[src/rtl/bcs_pkg.sv]
package bcs_pkg;
  typedef enum logic [1:0] {
    ST_IDLE = 2'd0,
    ST_TI   = 2'd1,
    ST_T1   = 2'd2,
    ST_T2   = 2'd3
  } bus_state_e;

  typedef enum logic {
    KIND_BUF  = 1'b0,
    KIND_DESC = 1'b1
  } burst_kind_e;
endpackage

[src/rtl/bcs_rdy_sample.sv]
module bcs_rdy_sample (
  input  logic clk,
  input  logic rst,
  input  logic rdy_async,
  output logic rdy_fall
);
  // capture on the falling edge: half a clock to settle before the FSM uses it
  always_ff @(negedge clk) begin
    if (rst) rdy_fall <= 1'b0;
    else     rdy_fall <= rdy_async;
  end
endmodule

[src/rtl/bcs_ctrl.sv]
module bcs_ctrl
  import bcs_pkg::*;
#(
  parameter int WAIT_W = 2
) (
  input  logic              clk,
  input  logic              rst,
  input  logic              req_valid,
  input  logic              req_write,
  input  logic              req_burst,
  input  logic              req_kind,
  input  logic [WAIT_W-1:0] req_wait,
  input  logic              rdy_fall,
  output logic              req_ready,
  output logic              accept,
  output logic              t1_enter,
  output logic              end_edge,
  output logic              dir_next,
  output logic              dir_q,
  output logic              as_q,
  output logic              ce_q,
  output logic              ds_q,
  output logic              done_q
);
  bus_state_e        state_q, state_d;
  burst_kind_e       kind_q;
  logic [WAIT_W-1:0] k_q, wlat_q;
  logic              term_q, open_q;
  logic              buf_lock, eff_write, need_ti, honor;

  assign req_ready = (state_q == ST_IDLE);
  assign accept    = req_valid && req_ready;
  assign buf_lock  = open_q && (kind_q == KIND_BUF);
  assign eff_write = buf_lock ? dir_q : req_write;
  assign need_ti   = open_q && (kind_q == KIND_DESC) && (eff_write != dir_q);
  assign end_edge  = (state_q == ST_T2) && term_q;
  assign dir_next  = accept ? eff_write : dir_q;
  assign honor     = rdy_fall && (k_q >= wlat_q);
  assign t1_enter  = (state_d == ST_T1);

  always_comb begin
    state_d = state_q;
    unique case (state_q)
      ST_IDLE: if (accept) state_d = need_ti ? ST_TI : ST_T1;
      ST_TI:   state_d = ST_T1;
      ST_T1:   state_d = ST_T2;
      ST_T2:   if (term_q) state_d = ST_IDLE;
    endcase
  end

  always_ff @(posedge clk) begin
    if (rst) begin
      state_q <= ST_IDLE;
      kind_q  <= KIND_BUF;
      k_q     <= '0;
      wlat_q  <= '0;
      term_q  <= 1'b0;
      open_q  <= 1'b0;
      dir_q   <= 1'b0;
      as_q    <= 1'b0;
      ce_q    <= 1'b0;
      ds_q    <= 1'b0;
      done_q  <= 1'b0;
    end else begin
      state_q <= state_d;
      dir_q   <= dir_next;
      as_q    <= (state_d == ST_T1);
      ce_q    <= (state_d == ST_T1);
      ds_q    <= (state_d == ST_T2) && (state_q == ST_T2);
      done_q  <= end_edge;
      if (accept) begin
        wlat_q <= req_wait;
        open_q <= req_burst;
        if (!open_q) kind_q <= burst_kind_e'(req_kind);
      end
      if (state_d == ST_T1) begin
        k_q    <= '0;
        term_q <= 1'b0;
      end else if (state_q == ST_T1 || (state_q == ST_T2 && !term_q)) begin
        term_q <= honor;
        if (k_q < wlat_q) k_q <= k_q + 1'b1;
      end
    end
  end


  as_one_clk_chk: assert property (@(posedge clk) disable iff (rst) as_q |=> !as_q);

  ds_after_t1_chk: assert property (@(posedge clk) disable iff (rst) as_q |=> !ds_q);

  done_pulse_chk: assert property (@(posedge clk) disable iff (rst) done_q |=> !done_q);

  dir_hold_chk: assert property (@(posedge clk) disable iff (rst) (state_q == ST_T2) |-> $stable(dir_q));

  ti_then_t1_chk: assert property (@(posedge clk) disable iff (rst) (state_q == ST_TI) |=> (as_q && ce_q));
endmodule

[src/rtl/bcs_data.sv]
module bcs_data #(
  parameter int AW = 24,
  parameter int DW = 16
) (
  input  logic          clk,
  input  logic          rst,
  input  logic          accept,
  input  logic          t1_enter,
  input  logic          end_edge,
  input  logic          dir_next,
  input  logic          dir_cur,
  input  logic          done_cur,
  input  logic [AW-1:0] req_addr,
  input  logic [DW-1:0] req_wdata,
  input  logic [DW-1:0] bus_din,
  output logic [AW-1:0] addr_q,
  output logic [DW-1:0] wd_q,
  output logic [DW-1:0] rd_q,
  output logic          doe_q
);
  always_ff @(posedge clk) begin
    if (rst) begin
      addr_q <= '0;
      wd_q   <= '0;
      rd_q   <= '0;
      doe_q  <= 1'b0;
    end else begin
      if (accept) begin
        addr_q <= req_addr;
        wd_q   <= req_wdata;
      end
      if (end_edge && !dir_cur) rd_q <= bus_din;
      if (t1_enter)      doe_q <= dir_next;
      else if (done_cur) doe_q <= 1'b0;
    end
  end


  doe_dir_chk: assert property (@(posedge clk) disable iff (rst) doe_q |-> dir_cur);
endmodule

[src/rtl/bus_cycle_seq.sv]
module bus_cycle_seq #(
  parameter int AW     = 24,
  parameter int DW     = 16,
  parameter int WAIT_W = 2
) (
  input  logic              clk,
  input  logic              rst,
  input  logic              req_valid,
  output logic              req_ready,
  input  logic              req_write,
  input  logic [AW-1:0]     req_addr,
  input  logic [DW-1:0]     req_wdata,
  input  logic              req_burst,
  input  logic              req_kind,
  input  logic [WAIT_W-1:0] req_wait,
  output logic              done,
  output logic [DW-1:0]     rd_data,
  output logic [AW-1:0]     bus_addr,
  output logic              bus_as,
  output logic              bus_ce,
  output logic              bus_ds,
  output logic              bus_dir,
  output logic [DW-1:0]     bus_dout,
  output logic              bus_doe,
  input  logic [DW-1:0]     bus_din,
  input  logic              bus_rdy
);
  logic rdy_fall, accept, t1_enter, end_edge, dir_next;

  bcs_rdy_sample u_rdy (
    .clk(clk), .rst(rst), .rdy_async(bus_rdy), .rdy_fall(rdy_fall)
  );

  bcs_ctrl #(.WAIT_W(WAIT_W)) u_ctrl (
    .clk(clk), .rst(rst), .req_valid(req_valid), .req_write(req_write),
    .req_burst(req_burst), .req_kind(req_kind), .req_wait(req_wait),
    .rdy_fall(rdy_fall), .req_ready(req_ready), .accept(accept),
    .t1_enter(t1_enter), .end_edge(end_edge), .dir_next(dir_next),
    .dir_q(bus_dir), .as_q(bus_as), .ce_q(bus_ce), .ds_q(bus_ds), .done_q(done)
  );

  bcs_data #(.AW(AW), .DW(DW)) u_data (
    .clk(clk), .rst(rst), .accept(accept), .t1_enter(t1_enter),
    .end_edge(end_edge), .dir_next(dir_next), .dir_cur(bus_dir),
    .done_cur(done), .req_addr(req_addr), .req_wdata(req_wdata),
    .bus_din(bus_din), .addr_q(bus_addr), .wd_q(bus_dout), .rd_q(rd_data),
    .doe_q(bus_doe)
  );
endmodule

[config.mk]
export PLATFORM = sky130hd
export DESIGN_NAME = bus_cycle_seq
export DESIGN_NICKNAME = d
export VERILOG_FILES = /design/src/rtl/bcs_pkg.sv /design/src/rtl/bcs_rdy_sample.sv /design/src/rtl/bcs_ctrl.sv /design/src/rtl/bcs_data.sv /design/src/rtl/bus_cycle_seq.sv
export SDC_FILE = /design/constraint.sdc
export NUM_CORES = 1
export LEC_CHECK = 0
export ABC_AREA = 1
export BUFFER_PORTS_ARGS = -buffer_cell sky130_fd_sc_hd__buf_2
export CORE_MARGIN = 2
export CORE_UTILIZATION = 45
export CTS_CLUSTER_DIAMETER = 120
export DETAILED_ROUTE_END_ITERATION = 6
export PLACE_DENSITY = 0.77
export SKIP_LAST_GASP = 1
export SLEW_MARGIN = 20
export SYNTH_ARGS = -nofsm -noshare
export SYNTH_HDL_FRONTEND = slang
export SYNTH_SLANG_ARGS = --single-unit
export TNS_END_PERCENT = 50
[constraint.sdc]
create_clock -name clk -period 1.38 [get_ports clk]
set_input_delay 0.138 -clock clk [delete_from_list [all_inputs] [get_ports clk]]
set_output_delay 0.138 -clock clk [all_outputs]
set_load 0.01 [all_outputs]
==> impl_summary.txt <==
----------------------------------------------------
[Yosys]
  Leading area contributor after synthesis ... sky130_fd_sc_hd__dfxtp_1
  Mapped Area ... 2590 µm²
  Leading cell type by number of instances after synthesis ... sky130_fd_sc_hd__nor2_1
  EDFF count, synth ... 0
  Avg Inst Size Synth ... 7.81 µm²
  Yosys warning count ... 0
  Post-Synthesis Net Count ... 398
  Post-Syn Instances ... 331
  Top cells by area in the synthesized netlist ... sky130_fd_sc_hd__dfxtp_1 (55%), sky130_fd_sc_hd__nor2_1 (18%), sky130_fd_sc_hd__o21ai_0 (12%)
  Area fraction of the dominant cell type after synthesis ... 55.0%
  Number of distinct library cell variants in the gate-level netlist after synthesis ... 28
  Top cell types by occurrence after synthesis ... sky130_fd_sc_hd__nor2_1 (122), sky130_fd_sc_hd__dfxtp_1 (71), sky130_fd_sc_hd__o21ai_0 (62)
  Sequential share of the synthesized area ... a little over half
  Post-synthesis register bit count ... 71
  Share of async-settable or async-resettable flops after synthesis ... 0%
  Most instantiated flip-flop cell in the synthesis netlist ... sky130_fd_sc_hd__dfxtp_1

[Clocking]
  Clock latency at the later pin of the worst-skew pair ... 0.37 ns
  Longest Clk Path Bufs ... 2
  Number of hold buffers added after CTS ... 0
  Reg clk slew, reported paths ... 0.07 ns
  Number of clock sinks seen by CTS ... 71
  CTS tree ... yes
  Deepest level of the CTS H-tree ... 3
  Master cell of the clock root buffer ... sky130_fd_sc_hd__clkbuf_8
  Number of buffers created by CTS ... 9

[Power and ir drop]
  Net Switching ... 0.00115 W
  Combinational Power Share ... approximately 14%
  Power share of the sequential group ... 50.3%
  Worst voltage drop across the vdd grid ... 0.640 mV
  Net switching share of the total power ... 25.9%
  P_int ... 0.00330 W
  Share of power burned in the clock network ... 35.9%
  P per Cell Area ... between 1000 and 1500 nW/µm²
  Pleak ... 1.82 nW

[Die]
  Die outline area ... 6370 µm²
  Number of top-level design ports ... roughly 130
  Core outline area ... 5540 µm²
  Horiz. Die Dim ... 79.8 µm
  Starting Density ... 46.7%
  Number of core rows ... 27
  Chip Height ... between 70 and 80 µm

[Status]
  Run status ... complete, no violations

[Timing]
  Final critical delay including setup and external delays ... ~1.3 ns
  Max_slew headroom ... 85.2%
  Final hold slack ... 0.0149 ns
  Final WS setup ... 0.0584 ns
  Worst Tran Pin Value ... 0.222 ns
  Unrepaired setup endpoints after global routing ... yes
  Final setup violating endpoints ... 0
  Number of max-slew violations in the final report ... 0
  Max frequency ... 757 MHz
  Number of endpoints with negative hold slack in the final report ... 0
  Clk_skew ... roughly 0.029 ns
  Final clock period utilization by the worst path ... 95.8%

[Setup path]
  Worst EP arrival ... 1.59 ns
  Type of element launching the critical path ... flip-flop
  Kind of capture point of the worst setup path ... flip-flop
  Required time at the endpoint of the critical path ... 1.65 ns
  Delay-heaviest family, CP ... flip-flops
  Slowest cell delay on critical path ... roughly 0.37 ns
  Chain of cells forming the critical path ... ha_4 > inv_1 > o21bai_4 > nor2_2 > nand2_1 > xnor2_1 > inv_1 > nor2_1
  Category of the most critical setup path ... flip-flop to flip-flop
  Critical path buffer and inverter count ... 2
  Critical Path Fanout Max ... 3
  Timing startpoint of the critical path ... u_ctrl.k_q[1]$_SDFFE_PP0P_
  Most Frequent Cell on Critical Path ... sky130_fd_sc_hd__inv_1
  Slowest stage cell, crit path ... sky130_fd_sc_hd__dfxtp_2
  Flop2flop setup slack ... 0.06 ns
  Critical register-to-register path startpoint ... u_ctrl.k_q[1]$_SDFFE_PP0P_

[Job]
  MaxCap Viol Count ... 0

[Placement]
  Count of buffers from port buffering ... 127
  Half-perimeter wire length after detailed placement ... around 4.3 mm
  Worst setup timing slack at the placement stage ... 0.0132 ns
  Post-placement cell area ... 3300 µm²
  Routability congestion estimate ... 0.777

[Detailed routing]
  Wire length after detailed routing ... 6.40 mm
  Via count normalized by instance count ... 4.70
  Initial detailed-routing violation count ... 57
  Via count of the routed design ... 2,519
  DRT Pass-1 Iters ... 4
  Wire per inst ... 11.9 µm
  Post-route ant nets ... 0
  DRC violations left ... 0

[GRT]
  GRT busiest layer ... met2
  Total global routing overflow ... 0
  Overall global routing resource usage ... 20.5%
  First-pass GRT wire length ... 10.2 mm
  Met3 usage in global routing ... 6.22%
  Met2 track demand over resource in global routing ... approximately a third
  Met1 layer usage reported by global route ... 23.5%
  Via count of the first global-routing pass ... 2,350
  Antenna violations before repair ... 0
  Maximum number of pins on one net before global-route repair ... 63

[Layout]
  Net count, final ... 526
  Final core occ ... a little under two thirds
  Share of final-layout standard cells stronger than drive strength 1 ... 35.3%
  Number of diodes ... 0
  Synth-to-layout area growth ... 37.0%
  Fin area ... 3540 µm²

[Min path]
  Worst Hold Launch ... req_addr[18]
  Min-Delay Path Class ... primary input to flip-flop

----------------------------------------------------
[worst paths after layout]
| kind | end | cells past startpoint |
|---|---|---|
| min | u_data.addr_q[18]$_SDFFE_PP0N_ | 3 |
| max reg2reg | u_ctrl.k_q[1]$_SDFFE_PP0P_ | 8 |
| max | u_ctrl.k_q[1]$_SDFFE_PP0P_ | 8 |
| min reg2reg | u_ctrl.kind_q$_SDFFE_PP0P_ | 2 |
[flip-flops by register name (all words and copies together), names as in the netlist]
| name | count |
|---|---|
| u_data.rd_q | 16 |
| u_data.wd_q | 16 |
| u_data.doe_q | 1 |
| u_ctrl.as_q | 1 |
| u_ctrl.done_q | 1 |
| u_ctrl.term_q | 1 |
| u_ctrl.kind_q | 1 |
| u_data.addr_q | 24 |
| u_ctrl.ds_q | 1 |
| u_ctrl.state_q | 2 |
| u_ctrl.k_q | 2 |
| u_ctrl.dir_q | 1 |
| u_rdy.rdy_fall | 1 |
| u_ctrl.open_q | 1 |
| u_ctrl.wlat_q | 2 |
[area by class of cell]
| type | count | area [µm²] |
|---|---|---|
| tap | 72 | 90.1 |
| sequential | 71 | 1420 |
| clock buffer | 14 | 183 |
| clock inverter | 3 | 16.3 |
| fill | 503 | 2000 |
| timing repair buffer | 134 | 717 |
| multi-input combinational | 222 | 1030 |
| inverter | 20 | 80.1 |
[cells in the final DEF, fill, tap and decap left out, types with 2 or more instances in the layout]
cell / synthesis / routed
sky130_fd_sc_hd__buf_2: 5 / 127
sky130_fd_sc_hd__nor2_1: 122 / 121
sky130_fd_sc_hd__dfxtp_1: 71 / 70
sky130_fd_sc_hd__o21ai_0: 62 / 62
sky130_fd_sc_hd__inv_1: 17 / 16
sky130_fd_sc_hd__nand2_1: 14 / 14
sky130_fd_sc_hd__clkbuf_8: 0 / 13
sky130_fd_sc_hd__a21oi_1: 6 / 6
sky130_fd_sc_hd__inv_2: 3 / 4
sky130_fd_sc_hd__buf_4: 1 / 4
sky130_fd_sc_hd__nand2_4: 1 / 2
sky130_fd_sc_hd__nor2_2: 1 / 2
sky130_fd_sc_hd__nand3_1: 2 / 2
sky130_fd_sc_hd__buf_12: 0 / 2
[metal layers]
metal | up-vias | wire, µm
met4 | 0 | 116
met1 | 1117 | 2780
li1 | 1302 | -
met2 | 88 | 3040
met3 | 12 | 462
met5 | - | 0
[what timing repair did]
| action | in CTS | in global routing |
|---|---|---|
| setup endpoints to repair | 1 | 29 |
| endpoints found under the hold margin | 0 | 0 |
| resized for setup | 3 | 7 |
| pin swaps | 4 | 2 |
| setup buffers | 1 | 0 |
[stage by stage]
stage / instances / setup TNS (ns) / power [W]
CTS: 536 / 0 / 0.00448
global route: 536 / -0.0344 / 0.00466
global placement: 519 / 0 / 0.00287
detailed placement: 519 / 0 / 0.00289
finish: 536 / 0 / 0.00445
floorplan: 331 / 0 / 0.00261
[power by group through the flow]
stage | logic (W) | registers [W] | clock network (W)
2_1_floorplan | 0.000264 | 0.00233 | 0.00000907
6_report | 0.000615 | 0.00224 | 0.00160
3_3_place_gp | 0.000588 | 0.00228 | 0.00000907
4_1_cts | 0.000611 | 0.00224 | 0.00163
5_1_grt | 0.000687 | 0.00225 | 0.00172
3_5_place_dp | 0.000601 | 0.00228 | 0.00000907
[kinds of logic after synthesis]
group | Yosys count | share of synthesized area [%]
buffers and inverters | 38 | 6.29
AOI/OAI and AO/OA | 73 | 14.7
xor gates and xnor gates | 1 | 0.339
DFF | 71 | 55.0
adders and majority gates | 2 | 0.967
and+or+nand+nor | 146 | 22.7
[worst min-delay path, cell delays in order]
cell and delay [ns]:
sky130_fd_sc_hd__buf_2 0.07, sky130_fd_sc_hd__nor2_1 0.03, sky130_fd_sc_hd__nor2_1 0.08
No activity file was read; power rests on OpenSTA's default activity.
